--- src/rtl/sio_irq_pkg.sv ---
// Shared constants and helpers for the interrupt arbiter.
// Assumes two channels of three sources each; source index = channel*3 + kind.
package sio_irq_pkg;
    localparam int NCH    = 2;
    localparam int NTYPE  = 3;
    localparam int NSRC   = NCH * NTYPE;
    localparam int SRC_W  = $clog2(NSRC);
    localparam int ERR_W  = 4;
    localparam int CODE_W = 3;

    typedef enum logic [1:0] {
        RXM_FIRST    = 2'd0,
        RXM_ALL      = 2'd1,
        RXM_SPEC     = 2'd2,
        RXM_SPEC_ALT = 2'd3
    } rx_mode_e;

    // Status code for a source: MSB marks channel A, low bits give the kind.
    function automatic logic [CODE_W-1:0] src_code(input logic [SRC_W-1:0] idx,
                                                   input logic rx_spec);
        logic [1:0] kind;
        int         c;
        int         t;
        c = int'(idx) / NTYPE;
        t = int'(idx) % NTYPE;
        case (t)
            0:       kind = rx_spec ? 2'b11 : 2'b10;
            1:       kind = 2'b00;
            default: kind = 2'b01;
        endcase
        return {c == 0, kind};
    endfunction
endpackage

--- src/rtl/sio_chan_cond.sv ---
// Turns one channel's raw event pulses into interrupt condition pulses.
// Handles the receive mode, the special-condition set and transmit arming.
// Assumes the event inputs are single-cycle pulses in the clk domain.
module sio_chan_cond
    import sio_irq_pkg::*;
(
    input  logic             clk,
    input  logic             rst_n,
    input  logic             rx_en,
    input  logic [1:0]       rx_mode,
    input  logic             par_spec,
    input  logic             rx_char,
    input  logic [ERR_W-1:0] rx_err,
    input  logic             rx_ip_clr,
    input  logic             tx_load,
    input  logic             tx_empty,
    input  logic             ext_evt,
    output logic [NTYPE-1:0] cond_o,
    output logic             rx_spec_o
);
    logic first_seen;
    logic tx_armed;
    logic spec_q;
    logic special;
    logic char_hit;
    logic spec_hit;

    // Decide which receive events raise an interrupt under the current mode.
    always_comb begin
        special = (|rx_err[2:0]) | (rx_err[3] & par_spec);
        case (rx_mode_e'(rx_mode))
            RXM_FIRST: begin
                char_hit = rx_char & ~first_seen;
                spec_hit = special & first_seen;
            end
            RXM_ALL: begin
                char_hit = rx_char;
                spec_hit = special;
            end
            default: begin
                char_hit = 1'b0;
                spec_hit = special;
            end
        endcase
    end

    assign cond_o[0]  = rx_en & (char_hit | spec_hit);
    assign cond_o[1]  = tx_empty & tx_armed;
    assign cond_o[2]  = ext_evt;
    assign rx_spec_o  = spec_q;

    // Track first character, transmit arming and the special flag.
    always_ff @(posedge clk) begin
        if (!rst_n) begin
            first_seen <= 1'b0;
            tx_armed   <= 1'b0;
            spec_q     <= 1'b0;
        end else begin
            first_seen <= rx_en & (first_seen | rx_char);
            if (tx_load) begin
                tx_armed <= 1'b1;
            end else if (tx_empty) begin
                tx_armed <= 1'b0;
            end
            if (!rx_en) begin
                spec_q <= 1'b0;
            end else if (spec_hit) begin
                spec_q <= 1'b1;
            end else if (rx_ip_clr) begin
                spec_q <= 1'b0;
            end
        end
    end
endmodule

--- src/rtl/sio_src_sync.sv ---
// Pending-bit stage for one source: a condition is carried across two
// address-strobe rising edges before it becomes pending.
// Assumes as_rise is a one-cycle pulse per strobe end.
module sio_src_sync (
    input  logic clk,
    input  logic rst_n,
    input  logic as_rise,
    input  logic en,
    input  logic cond,
    input  logic clr,
    output logic ip_o
);
    logic lat;
    logic stage;

    // Advance the condition on each strobe end and hold the pending bit.
    always_ff @(posedge clk) begin
        if (!rst_n) begin
            lat   <= 1'b0;
            stage <= 1'b0;
            ip_o  <= 1'b0;
        end else begin
            if (!en) begin
                lat   <= 1'b0;
                stage <= 1'b0;
            end else if (as_rise) begin
                stage <= lat;
                lat   <= cond;
            end else begin
                lat <= lat | cond;
            end
            ip_o <= en & ((as_rise & stage) | (ip_o & ~clr));
        end
    end
endmodule

--- src/rtl/sio_prio_arb.sv ---
// Fixed-priority selection among pending sources. Index 0 ranks highest.
// An under-service bit blocks its own source and all lower ones.
module sio_prio_arb #(
    parameter int N = 6
) (
    input  logic                 mie,
    input  logic                 chain_in,
    input  logic [N-1:0]         ip,
    input  logic [N-1:0]         ius,
    output logic                 req_o,
    output logic [N-1:0]         win_oh_o,
    output logic [$clog2(N)-1:0] win_idx_o
);
    localparam int IW = $clog2(N);

    logic blk;
    logic found;

    // Scan from highest priority, stopping at the first eligible source.
    always_comb begin
        blk       = 1'b0;
        found     = 1'b0;
        win_oh_o  = '0;
        win_idx_o = '0;
        for (int i = 0; i < N; i++) begin
            blk = blk | ius[i];
            if (mie && ip[i] && !blk && !found) begin
                found       = 1'b1;
                win_oh_o[i] = 1'b1;
                win_idx_o   = IW'(i);
            end
        end
    end

    assign req_o = chain_in & found;
endmodule

--- src/rtl/sio_vec_fmt.sv ---
// Builds the acknowledge vector, optionally placing the source code in it.
module sio_vec_fmt #(
    parameter int VEC_W    = 8,
    parameter int STAT_LSB = 1,
    parameter int CODE_W   = 3
) (
    input  logic [VEC_W-1:0]  base,
    input  logic              insert,
    input  logic [CODE_W-1:0] code,
    output logic [VEC_W-1:0]  vec_o
);
    // Overlay the code field on the software vector when requested.
    always_comb begin
        vec_o = base;
        if (insert) begin
            vec_o[STAT_LSB +: CODE_W] = code;
        end
    end
endmodule

--- src/rtl/sio_irq_arbiter.sv ---
// Interrupt arbiter top: six sources, chain priority, vectored acknowledge.
// Assumes active-low strobes sampled in the clk domain and one-cycle event pulses.
module sio_irq_arbiter
    import sio_irq_pkg::*;
#(
    parameter int VEC_W    = 8,
    parameter int STAT_LSB = 1
) (
    input  logic                   clk,
    input  logic                   rst_n,
    input  logic                   as_n_i,
    input  logic                   ds_n_i,
    input  logic                   intack_i,
    input  logic                   chain_in_i,
    output logic                   chain_out_o,
    output logic                   irq_n_o,
    output logic                   vec_oe_o,
    output logic [VEC_W-1:0]       vec_data_o,
    input  logic                   mie_i,
    input  logic [NSRC-1:0]        src_en_i,
    input  logic [2*NCH-1:0]       rx_mode_i,
    input  logic [NCH-1:0]         par_spec_i,
    input  logic [VEC_W-1:0]       vec_base_i,
    input  logic                   stat_via_b_i,
    input  logic [NCH-1:0]         rx_char_i,
    input  logic [ERR_W*NCH-1:0]   rx_err_i,
    input  logic [NCH-1:0]         tx_load_i,
    input  logic [NCH-1:0]         tx_empty_i,
    input  logic [NCH-1:0]         ext_evt_i,
    input  logic [NSRC-1:0]        ip_clr_i,
    input  logic                   ius_reset_i,
    output logic [NSRC-1:0]        ip_o
);
    logic              as_q;
    logic              ds_q;
    logic              as_rise;
    logic              ds_fall;
    logic [NSRC-1:0]   cond;
    logic [NCH-1:0]    rx_spec;
    logic [NSRC-1:0]   ip;
    logic [NSRC-1:0]   ius_q;
    logic [NSRC-1:0]   ius_clr;
    logic [NSRC-1:0]   win_oh;
    logic [SRC_W-1:0]  win_idx;
    logic              req;
    logic              win_spec;
    logic              ack_hit;
    logic [VEC_W-1:0]  vec_next;
    logic [VEC_W-1:0]  vec_q;
    logic              oe_q;

    // Remember the previous strobe levels for edge detection.
    always_ff @(posedge clk) begin
        if (!rst_n) begin
            as_q <= 1'b1;
            ds_q <= 1'b1;
        end else begin
            as_q <= as_n_i;
            ds_q <= ds_n_i;
        end
    end

    assign as_rise = as_n_i & ~as_q;
    assign ds_fall = ~ds_n_i & ds_q;

    for (genvar ch = 0; ch < NCH; ch++) begin : g_ch
        sio_chan_cond u_cond (
            .clk       (clk),
            .rst_n     (rst_n),
            .rx_en     (src_en_i[ch*NTYPE]),
            .rx_mode   (rx_mode_i[2*ch +: 2]),
            .par_spec  (par_spec_i[ch]),
            .rx_char   (rx_char_i[ch]),
            .rx_err    (rx_err_i[ERR_W*ch +: ERR_W]),
            .rx_ip_clr (ip_clr_i[ch*NTYPE]),
            .tx_load   (tx_load_i[ch]),
            .tx_empty  (tx_empty_i[ch]),
            .ext_evt   (ext_evt_i[ch]),
            .cond_o    (cond[ch*NTYPE +: NTYPE]),
            .rx_spec_o (rx_spec[ch])
        );
    end

    for (genvar s = 0; s < NSRC; s++) begin : g_src
        sio_src_sync u_sync (
            .clk     (clk),
            .rst_n   (rst_n),
            .as_rise (as_rise),
            .en      (src_en_i[s]),
            .cond    (cond[s]),
            .clr     (ip_clr_i[s]),
            .ip_o    (ip[s])
        );
    end

    sio_prio_arb #(.N(NSRC)) u_arb (
        .mie       (mie_i),
        .chain_in  (chain_in_i),
        .ip        (ip),
        .ius       (ius_q),
        .req_o     (req),
        .win_oh_o  (win_oh),
        .win_idx_o (win_idx)
    );

    // Pick the special flag of the channel that owns the winner.
    always_comb begin
        win_spec = (int'(win_idx) >= NTYPE) ? rx_spec[1] : rx_spec[0];
    end

    sio_vec_fmt #(.VEC_W(VEC_W), .STAT_LSB(STAT_LSB), .CODE_W(CODE_W)) u_vec (
        .base   (vec_base_i),
        .insert (stat_via_b_i),
        .code   (src_code(win_idx, win_spec)),
        .vec_o  (vec_next)
    );

    // Find the highest-priority under-service bit for the release command.
    always_comb begin
        ius_clr = '0;
        for (int i = NSRC - 1; i >= 0; i--) begin
            if (ius_q[i]) begin
                ius_clr    = '0;
                ius_clr[i] = ius_reset_i;
            end
        end
    end

    assign ack_hit = intack_i & ds_fall & req;

    // Under-service bits: release by command, set by acknowledge.
    always_ff @(posedge clk) begin
        if (!rst_n) begin
            ius_q <= '0;
        end else begin
            ius_q <= (ius_q & ~ius_clr) | (ack_hit ? win_oh : '0);
        end
    end

    // Capture and drive the vector for the length of the data strobe.
    always_ff @(posedge clk) begin
        if (!rst_n) begin
            vec_q <= '0;
            oe_q  <= 1'b0;
        end else if (ack_hit) begin
            vec_q <= vec_next;
            oe_q  <= 1'b1;
        end else if (ds_n_i || !intack_i) begin
            oe_q  <= 1'b0;
        end
    end

    assign irq_n_o     = ~req;
    assign chain_out_o = chain_in_i & ~(|ius_q);
    assign vec_oe_o    = oe_q;
    assign vec_data_o  = vec_q;
    assign ip_o        = ip;
endmodule


--- config.mk ---
export PLATFORM = sky130hd
export DESIGN_NAME = sio_irq_arbiter
export DESIGN_NICKNAME = d
export VERILOG_FILES = /design/src/rtl/sio_irq_pkg.sv /design/src/rtl/sio_chan_cond.sv /design/src/rtl/sio_src_sync.sv /design/src/rtl/sio_prio_arb.sv /design/src/rtl/sio_vec_fmt.sv /design/src/rtl/sio_irq_arbiter.sv
export SDC_FILE = /design/constraint.sdc
export NUM_CORES = 1
export LEC_CHECK = 0
export ABC_AREA = 1
export BUFFER_PORTS_ARGS = -buffer_cell sky130_fd_sc_hd__buf_2
export CAP_MARGIN = 20
export CORE_MARGIN = 5
export CORE_UTILIZATION = 40
export DETAILED_ROUTE_END_ITERATION = 7
export GPL_TIMING_DRIVEN = 1
export PLACE_DENSITY = 0.65
export SYNTH_ARGS = -nofsm -noshare
export SYNTH_HDL_FRONTEND = slang
export SYNTH_SLANG_ARGS = --single-unit
--- constraint.sdc ---
create_clock -name clk -period 1.8 [get_ports clk]
set_input_delay 0.36 -clock clk [delete_from_list [all_inputs] [get_ports clk]]
set_output_delay 0.36 -clock clk [all_outputs]
set_load 0.05 [all_outputs]
==> results of run 1 <==
## metrics by stage
stage                     setup WS [ns]  power, mW  std cells  TNS, ns  area (µm²)
after floorplan                 0.01074      1.017        266        0        1983
after global placement          -0.1828      1.091        422  -0.3343        2570
after detailed placement        -0.2543      1.093        422  -0.4835        2570
after CTS                       -0.1465      1.714        432  -0.3678        2715
after global routing            -0.3568      1.771        432   -2.167        2724
final                           -0.1567      1.682        432  -0.4283        2724
## logic make-up after synthesis
logic type                 count (synthesis)  synth area share [%]
and+or+nand+nor                          113                 27.76
adders and majority gates                  2                 1.270
other                                      1                0.1904
AOI/OAI and AO/OA                         57                 17.22
DFF                                       41                 41.68
buffers and inverters                     52                 11.88
## cells in the mapped netlist, drive strengths merged (2+ instances only)
master  count
o31ai       4
a211oi      3
dfxtp      41
buf        10
nor2       27
inv        40
ha          2
nand3      16
a21oi      32
nand4       5
nand2      63
o22ai       3
a2111o      2
o21ai       8
a31oi       3
## final cells by class
class                   instances  area share [%]
clock buffers                   5           2.526
clock inverters                 3          0.7809
inverters                      41           5.834
multi-input cells             173           35.09
flip-flops and latches         41           30.27
well taps                      67           3.078
repair buffers                102           22.42
## routing by layer
layer | part of all wire (%) | GRT usage, % | vias up
met5 | 0 | 0 | -
met4 | 1.5 | 5.574 | 0
met3 | 5.2 | 3.812 | 5
met2 | 47 | 26.66 | 42
met1 | 46 | 19.11 | 863
li1 | - | - | 1055
## worst min-delay path: stages
cell     delay (ns)
buf_2          0.07
inv_1          0.04
nand2_1        0.04
## state kept, by name, summed over array words and instances (netlist names)
register	count
vec_data_o	8
g_src.u_sync.ip_o	6
g_src.u_sync.lat	6
g_src.u_sync.stage	6
ius_q	6
g_ch.u_cond.first_seen	2
g_ch.u_cond.rx_spec_o	2
g_ch.u_cond.tx_armed	2
as_q	1
ds_q	1
vec_oe_o	1
## path summary, 6_finish.rpt
kind	startpoint	endpoint	slack, ns	depth (start not counted)
setup / recovery	ius_q[1]	vec_data_o[1]	-0.16	11
hold / removal	as_n_i	as_q	0.25	3
setup reg to reg	ius_q[1]	vec_data_o[1]	-0.16	11
hold reg to reg	g_src[1].u_sync.stage	g_src[1].u_sync.ip_o	0.46	2
## timing repair
item,4_1_cts,5_1_grt
gates resized for setup,12,3
pin swaps,9,2
setup buffers,2,0
endpoints found under the setup margin,4,17
## layout by cell type, fill, tap and decap left out, types with 3 or more instances in the layout
master and instances:
nor2_4 4, o21ai_0 5, nand3_2 7, buf_4 35, inv_2 5, nand2_2 4, nand2_1 59, nand4_1 3
inv_1 34, a21oi_1 30, o22ai_1 3, a211oi_1 3, dfxtp_1 38, buf_2 65, nor2_1 21, o31ai_1 4
clkbuf_8 5, dfxtp_2 3, nand3_1 9
## power groups by stage
stage	logic (mW)	registers, mW	clock network, mW
floorplan	0.0639	0.953	0
global placement	0.136	0.955	0
detailed placement	0.138	0.955	0
CTS	0.140	0.934	0.640
global route	0.159	0.936	0.676
finish	0.139	0.933	0.610
==> results by group, run 1 <==
Logic synthesis
  • Net Count, Synth: 319
  • Post-Syn Instances: 266
  • Post-Syn Area: 1969 µm²
  • Top post-synthesis cells by area: dfxtp_1, nand2_1, a21oi_1
  • EDFF count, synth: 0
  • Yosys cell types: 35
  • Cell taking the most area after synthesis: dfxtp_1
  • Ys async rst share: 0%
  • Sequential fraction of the synthesis area: 41.68%
  • Avg Synthesized Cell Area: 7.404 µm²
  • Top FF cell, synth: dfxtp_1
  • Synth Register Bits: 41
  • Yosys top cell area share: 41.68%
  • Synth Warn #: 0

Critical path
  • CP arrival: 2.13 ns
  • Setup Crit Path Kind: reg -> reg
  • Most frequent CP cell: nand2_1
  • Peak fanout along the critical path: 7
  • CP max stage delay: 0.35 ns
  • CP Capture Type: register
  • Crit path launch type: register
  • Crit-path cells: nor2_4 -> nand4_1 -> a21oi_1 -> buf_4 -> ha_4 -> nor3b_2 -> o21ai_1 -> nand2_1 -> nand3_1 -> nand2_1 -> a21oi_2
  • Critical-path top delay cell: dfxtp_2
  • Worst Path Buf+Inv: 1
  • Critical path's top delay family: simple AND/OR/NAND/NOR gates
  • Worst EP required: 1.97 ns

Hold path
  • HP Class: in -> reg

Detailed routing
  • Via count: 1965
  • Wirelength, routed: 4.679 mm
  • Drt drc: 0
  • 1st-iter DRT viols: 58
  • First-pass DRT Iterations: 4
  • Vias per cell: 4.549
  • Mean routed wirelength per cell: 10.83 µm
  • Antenna Nets Post-Route: 0

Floorplanning
  • Rows: 25
  • Core area: 4755 µm²
  • Die Width: 80.17 µm
  • I/O pin cnt: 68
  • Die ar.: 6426 µm²
  • Starting Density: 41.42%
  • Die extent in y: 80.17 µm

Pwr
  • Int Pwr: 1.264 mW
  • Clk network pwr share: 36.2%
  • Pwr per Cell Area: 617.5 nW/µm²
  • Leak pwr: 1.332 nW
  • Flop pwr share: 55.5%
  • Net Switching: 0.4176 mW
  • Switching share of power: 24.83%
  • Comb power frac: 8.3%
  • Worst VDD drop: 0.0004369 V

Timing
  • Tcrit/Tclk final: 108.7%
  • Final Setup Violations: 4
  • Final hold violations: 0
  • Smallest hold slack: 0.2472 ns
  • Fmax achieved: 0.5111 GHz
  • Setup ws final: -0.1567 ns
  • RSZ-0062 raised after global routing: yes
  • Worst Skew: 0.004392 ns
  • Final min period: 1.957 ns
  • Final slew viol count: 0

Layout
  • Area of the multi-input gates: 955.9 µm²
  • Antenna diodes: 0
  • Fin util: 57.29%
  • Area Overhead vs Synth: 38.31%
  • Flip-flop and latch area: 824.5 µm²
  • Filler Cell Count: 469
  • Fraction of layout cells with a size suffix above 1: 39.45%
  • Net count, final: 417

GRT
  • Vias in the first global route: 1859
  • First-pass GRT wire length: 7.976 mm
  • Largest net degree at the start of global routing: 19
  • All-Layer GR Usage: 15.67%
  • Grt ovf: 0
  • Initial antenna violation count: 0

Place
  • Dpl hpwl: 3.677 mm
  • RD Place Congestion: 0.8436
  • I/O Buffers: 67

CTS
  • Total clock buffers created by CTS: 5
  • Worst-path clk slew: 0.08 ns
  • Longest Clk Path Bufs: 2
  • TritonCTS Sinks: 41
  • Skew-Pair Late Insertion Delay: 0.29 ns
  • CTS tree: built
  • CTS Root Cell: clkbuf_8
  • CTS H-Tree Depth: 2
  • Hold-fix buffers at CTS: 0

Job
  • Max Cap Violations: 0

Run status
  • Failing checks: negative setup slack
  • Outcome: finished, violations left
No activity file was read; power rests on OpenSTA's default activity.
==> run 2: changes to the inputs <==
PLACE_DENSITY = 0.68   (was 0.65)
SYNTH_HIERARCHICAL = 1   (was unset)
TNS_END_PERCENT = 30   (was unset)
==> run 2 against run 1 <==
The run still ends with negative setup slack left. Non-clock buffer count decreased by 5. First-iteration DRC count increased by 5.2%. Worst setup slack got worse by 0.38 ns. Critical path depth increased by 6. Maximum frequency decreased by 16%. Sequential power decreased by 0.9%. Combinational power increased by 14%. Highest routed layer unchanged. Clock skew increased by 0.0025 ns. Area after synthesis increased by 4.4%. Synthesized cell count increased by 18%. Largest cell class unchanged.
==> results by group, run 2 <==
Run status
  • Outcome: finished, violations left
  • Failing checks: negative setup slack

Critical path
  • Worst EP required: 2.00 ns
  • CP Capture Point: vec_data_o[1]
  • Most frequent CP cell: nand2_1
  • Crit path depth: 17
  • Crit-path cells: nor2_4 -> nand3_4 -> nor2_4 -> nand2_2 -> buf_6 -> a21oi_4 -> inv_2 -> nand2_4 -> inv_4 -> ha_4 -> nand3b_1 -> a211oi_2 -> nand2_1 -> nand2_1 -> nand2_1 -> o21ai_1 -> nor2_1
  • FF-to-FF setup slack: -0.53 ns
  • Crit path launch type: register
  • Setup crit start: ius_q[1]
  • Critical path's top delay family: simple AND/OR/NAND/NOR gates
  • Worst R2R Start: ius_q[1]
  • CP Capture Type: register
  • R2R depth: 17
  • CP arrival: 2.54 ns
  • Critical-path top delay cell: dfxtp_4
  • Worst Path Buf+Inv: 3
  • Worst R2R End: vec_data_o[1]
  • CP max stage delay: 0.36 ns
  • Peak fanout along the critical path: 3
  • Setup Crit Path Kind: reg -> reg

Timing
  • Final slew viol count: 0
  • Worst Skew: 0.006914 ns
  • Final hold violations: 0
  • Final Setup Violations: 16
  • Final min period: 2.334 ns
  • Setup ws final: -0.5341 ns
  • RSZ-0062 raised after global routing: yes
  • Fmax achieved: 0.4284 GHz
  • Tcrit/Tclk final: 129.7%

Logic synthesis
  • Simple-gate share of the synthesized area: 31.51%
  • Net Count, Synth: 367
  • Yosys top cell area share: 39.90%
  • Synth Register Bits: 41
  • Synth Warn #: 6
  • Top-count cell post-synth: nand2_1
  • Post-Syn Area: 2057 µm²
  • Ys async rst share: 0%
  • Avg Synthesized Cell Area: 6.551 µm²
  • Top FF cell, synth: dfxtp_1
  • Cell taking the most area after synthesis: dfxtp_1
  • EDFF count, synth: 0
  • Post-Syn Instances: 314
  • Top post-synthesis cells by area: dfxtp_1, nand2_1, inv_1
  • Mux contribution to synthesized area: 0%
  • Sequential fraction of the synthesis area: 39.90%
  • Main combinational cell family by area after synthesis: simple AND/OR/NAND/NOR gates
  • Yosys cell types: 25
  • Synth Area in Compound Gates: 13.26%
  • Post-synth top cells: nand2_1, inv_1, dfxtp_1
  • Post-Synth XOR/XNOR Area: 0%
  • Synth Area in Adders: 1.217%

Place
  • Placed Cells: 467
  • I/O Buffers: 67
  • RD Place Congestion: 0.8081
  • Dpl hpwl: 3.703 mm
  • Placement Cell Area: 2635 µm²

Layout
  • Max FFs per register: 8
  • Antenna diodes: 0
  • Final Non-Filler Cells: 480
  • Area Overhead vs Synth: 42.94%
  • Post-route cell area: 2940 µm²
  • Leading cell type in the layout, fill and taps excluded: nand2_1
  • Fraction of layout cells with a size suffix above 1: 37.32%
  • Filler Cell Count: 482
  • Most frequent cells in the layout: nand2_1, buf_2, inv_1, nor2_1, dfxtp_1
  • Net count, final: 462

Floorplanning
  • Die extent in y: 81.71 µm
  • I/O pin cnt: 68
  • Starting Density: 40.79%
  • Rows: 26
  • Die Width: 81.71 µm
  • Core area: 5042 µm²
  • Die ar.: 6677 µm²

GRT
  • All-Layer GR Usage: 15.66%
  • Largest net degree at the start of global routing: 22
  • Vias in the first global route: 2067
  • Grt ovf: 0
  • First-pass GRT wire length: 8.252 mm
  • Initial antenna violation count: 0

Pwr
  • Worst VDD drop: 0.0004826 V
  • Leak pwr: 1.467 nW
  • Pwr per Cell Area: 582.7 nW/µm²

Detailed routing
  • Vias per cell: 4.438
  • First-pass DRT Iterations: 4
  • Drt drc: 0
  • Wirelength, routed: 4.931 mm
  • Antenna Nets Post-Route: 0
  • Via count: 2130
  • 1st-iter DRT viols: 61
  • Mean routed wirelength per cell: 10.27 µm

CTS
  • CTS H-Tree Depth: 2
  • Skew-Pair Late Insertion Delay: 0.30 ns
  • Longest Clk Path Bufs: 2
  • CTS tree: built
  • Total clock buffers created by CTS: 5
  • Worst-path clk slew: 0.08 ns
  • TritonCTS Sinks: 41
  • CTS Root Cell: clkbuf_8

Job
  • Max Cap Violations: 0

Hold path
  • HP Class: in -> reg
-- run 2: repair_timing --
item                                    CTS  global route
gates resized for setup                  34            20
setup buffers                             2             3
hold buffers                              0             0
pin swaps                                11            21
endpoints found under the setup margin   15            17
-- run 2: cells by family (layout without fill, tap and decap cells) --
family                     Yosys count  after routing
AOI/OAI and AO/OA                   52             52
DFF                                 41             41
buffers and inverters               66            162
other                                1              1
adders and majority gates            2              2
and+or+nand+nor                    152            152
-- run 2: cell type report --
type | instances | area (µm²) | share of cell area (%)
clock buffer | 5 | 68.82 | 2.340
clock inverter | 3 | 23.77 | 0.8085
inverter | 57 | 224.0 | 7.617
multi-input combinational | 207 | 1102 | 37.49
sequential | 41 | 840.8 | 28.60
tap | 70 | 87.58 | 2.979
timing repair buffer | 97 | 593.1 | 20.17
-- run 2: layer usage --
layer	part of all wire (%)	track usage, %	up-vias
li1	-	-	1148
met1	41	17.34	915
met2	50	28.66	56
met3	7.3	4.934	11
met4	1.6	4.319	0
met5	0	0	-
-- run 2: worst min path at each step --
stage	from	to	slack (ns)	depth (start not counted)
floorplan	g_src[1].u_sync/stage	g_src[1].u_sync/ip_o	0.43	2
global placement	g_src[5].u_sync/stage	g_src[5].u_sync/ip_o	0.44	2
detailed placement	g_src[4].u_sync/stage	g_src[4].u_sync/ip_o	0.44	2
CTS	as_n_i	as_q	0.24	3
global route	as_n_i	as_q	0.25	3
finish	as_n_i	as_q	0.24	3
-- run 2: worst reg2reg max path: cells and delay by family, from the launching register on --
| family | cells | cell delay (ns) |
|---|---|---|
| buffers and inverters | 3 | 0.24 |
| DFF | 1 | 0.36 |
| and+or+nand+nor | 10 | 0.92 |
| AOI/OAI and AO/OA | 3 | 0.51 |
| adders and majority gates | 1 | 0.21 |
-- run 2: report_power, final --
group | total (mW) | leakage, nW | internal, mW | switching, mW
clock network | 0.631 | 0.0491 | 0.281 | 0.350
registers | 0.925 | 0.338 | 0.916 | 0.00851
logic | 0.158 | 1.08 | 0.0728 | 0.0849
total | 1.71 | 1.47 | 1.27 | 0.443
-- run 2: metrics by stage --
stage	util [%]	total power, mW	TNS [ns]	hold slack [ns]	setup WS [ns]
6_report	58.31	1.713	-2.593	0.2401	-0.5341
5_1_grt	58.31	1.793	-4.917	0.2509	-0.6945
4_1_cts	56.35	1.734	-2.182	0.2447	-0.5059
3_5_place_dp	52.26	1.102	-2.514	0.4417	-0.7086
3_3_place_gp	52.26	1.097	-1.894	0.4399	-0.6004
2_1_floorplan	-	1.032	-0.9451	0.4254	-0.4562
==> run 3: changes to the inputs <==
--- a/config.mk
+++ b/config.mk
@@ -14,3 +14,4 @@
 export GPL_TIMING_DRIVEN = 1
-export PLACE_DENSITY = 0.68
+export PLACE_DENSITY = 0.66
+export SKIP_CTS_REPAIR_TIMING = 1
 export SYNTH_ARGS = -nofsm -noshare
==> constraint.sdc (replaced) <==
create_clock -name clk -period 2.2 [get_ports clk]
set_input_delay 0.44 -clock clk [delete_from_list [all_inputs] [get_ports clk]]
set_output_delay 0.44 -clock clk [all_outputs]
set_load 0.005 [all_outputs]
==> run 3 against run 2 <==
The flow still finishes with violations (negative setup slack). Worst hold slack better by 0.098 ns. Global-route usage is 1.7 points lower. Design area is 6.6% lower. Core utilization is 3.8 points lower. Sequential share of layout area is 1.4 points higher. Clock skew is 0.0014 ns higher. Die area stayed put. Routed wire length is 6.9% lower. Non-clock buffer count is 10 lower. Via count is 2.4% lower. Critical path depth stayed put. Worst setup slack better by 0.36 ns. Largest cell class unchanged.
==> results by group, run 3 (synthesized netlist as in run 2, its figures left out) <==
Run status
  • Outcome: finished, violations left
  • Failing checks: negative setup slack

Pwr
  • Pwr per Cell Area: 537.7 nW/µm²
  • Leak pwr: 1.404 nW
  • Worst VDD drop: 0.0003460 V
  • Overall power: 1.477 mW

Critical path
  • CP Capture Type: register
  • Crit path launch type: register
  • Peak fanout along the critical path: 3
  • Worst EP required: 2.39 ns
  • Setup Crit Path Kind: reg -> reg
  • CP arrival: 2.56 ns
  • FF-to-FF setup slack: -0.18 ns

CTS
  • Longest Clk Path Bufs: 2
  • Skew-Pair Late Insertion Delay: 0.29 ns
  • TritonCTS Sinks: 41
  • CTS H-Tree Depth: 2
  • CTS tree: built
  • Total clock buffers created by CTS: 5
  • CTS Root Cell: clkbuf_8
  • Worst-path clk slew: 0.08 ns

Place
  • Dpl hpwl: 3.660 mm
  • I/O Buffers: 67
  • Placed Cells: 462
  • RD Place Congestion: 0.8277

GRT
  • First-pass GRT wire length: 7.445 mm
  • All-Layer GR Usage: 13.95%
  • Vias in the first global route: 1886
  • Largest net degree at the start of global routing: 22
  • Grt ovf: 0
  • Initial antenna violation count: 0

Timing
  • Final hold violations: 0
  • Final Setup Violations: 3
  • Fmax achieved: 0.4207 GHz
  • Smallest hold slack: 0.3380 ns
  • Tcrit/Tclk final: 108.0%
  • Final min period: 2.377 ns
  • Post-route setup TNS: -0.3192 ns
  • RSZ-0062 raised after global routing: yes
  • Final slew viol count: 0
  • Setup ws final: -0.1769 ns
  • Worst Skew: 0.008273 ns

Hold path
  • HP Class: in -> reg

Layout
  • Antenna diodes: 0
  • Leading cell type in the layout, fill and taps excluded: nand2_1
  • Max FFs per register: 8
  • Area Overhead vs Synth: 33.52%
  • Final Non-Filler Cells: 470
  • Fraction of layout cells with a size suffix above 1: 30.50%
  • Filler Cell Count: 479
  • Net count, final: 452
  • Flip-flop and latch area: 823.3 µm²
  • Most frequent cells in the layout: nand2_1, buf_2, inv_1, nor2_1, dfxtp_1
  • Area of the multi-input gates: 1023 µm²

Detailed routing
  • Vias per cell: 4.421
  • Drt drc: 0
  • Antenna Nets Post-Route: 0
  • Max Used Layer: met4
  • First-pass DRT Iterations: 4
  • Met2 Routed Length: 2.137 mm
  • Mean routed wirelength per cell: 9.764 µm
  • 1st-iter DRT viols: 56
  • Via count: 2078
  • Met1 WL: 2.131 mm
  • Met3 WL: 297 µm
  • Wirelength, routed: 4.589 mm

Floorplanning
  • I/O pin cnt: 68
  • Die Width: 81.71 µm
  • Starting Density: 40.79%
  • Die extent in y: 81.71 µm
  • Core area: 5042 µm²
  • Rows: 26
  • Die ar.: 6677 µm²

Job
  • Max Cap Violations: 0
==> run 3: changes by cell type in the layout (fill, tap and decap cells not counted), sizes merged <==
cell    delta
bufinv     +1
inv        -2
buf       -10
clkbuf     +1
==> run 3: path summary, 6_finish.rpt <==
check                 startpoint                    end  cells after the start
min                       as_n_i                   as_q                      3
min reg2reg  g_src[5].u_sync/lat  g_src[5].u_sync/stage                      2
max                     ius_q[0]          vec_data_o[1]                     17
max reg2reg             ius_q[0]          vec_data_o[1]                     17
==> run 3: through the flow <==
step                      instance area [µm²]  util (%)  setup slack (ns)
after floorplan                          2066         -          -0.06921
after global placement                   2567     50.92           -0.2742
after detailed placement                 2567     50.92           -0.4167
after CTS                                2679     53.13           -0.3120
after global routing                     2746     54.47           -0.3694
final                                    2746     54.47           -0.1769
==> run 3: final cells by class <==
cell class	instances	area share [%]
Sequential cell	41	29.98
Tap cell	70	3.189
Inverter	57	7.836
Clock buffer	6	2.642
Multi-Input combinational cell	207	37.27
Timing Repair Buffer	87	17.68
Clock inverter	2	1.412
==> run 3: where the power goes <==
group          internal, mW  switching [mW]
Clock                 0.341           0.253
Combinational        0.0576          0.0640
Sequential            0.755         0.00673
Total                  1.15           0.324
==> run 3: critical path: stages, from the launching register on <==
cell,delay (ns)
dfxtp_2,0.35
nor2_4,0.16
nand3_4,0.11
nor2_4,0.16
nand2_2,0.10
nand3b_1,0.18
nand2_1,0.09
inv_1,0.06
o21ai_2,0.12
ha_1,0.26
inv_1,0.08
nand3b_1,0.09
a211oi_2,0.18
nand2_1,0.07
nand2_1,0.06
nand2_1,0.05
o21ai_1,0.12
nor2_1,0.05
==> run 3: per-layer routing <==
metal	global-route usage, %	vias to the layer above
met2	24.43	53
met5	0	-
met4	3.987	0
li1	-	1126
met1	16.73	897
met3	3.728	2
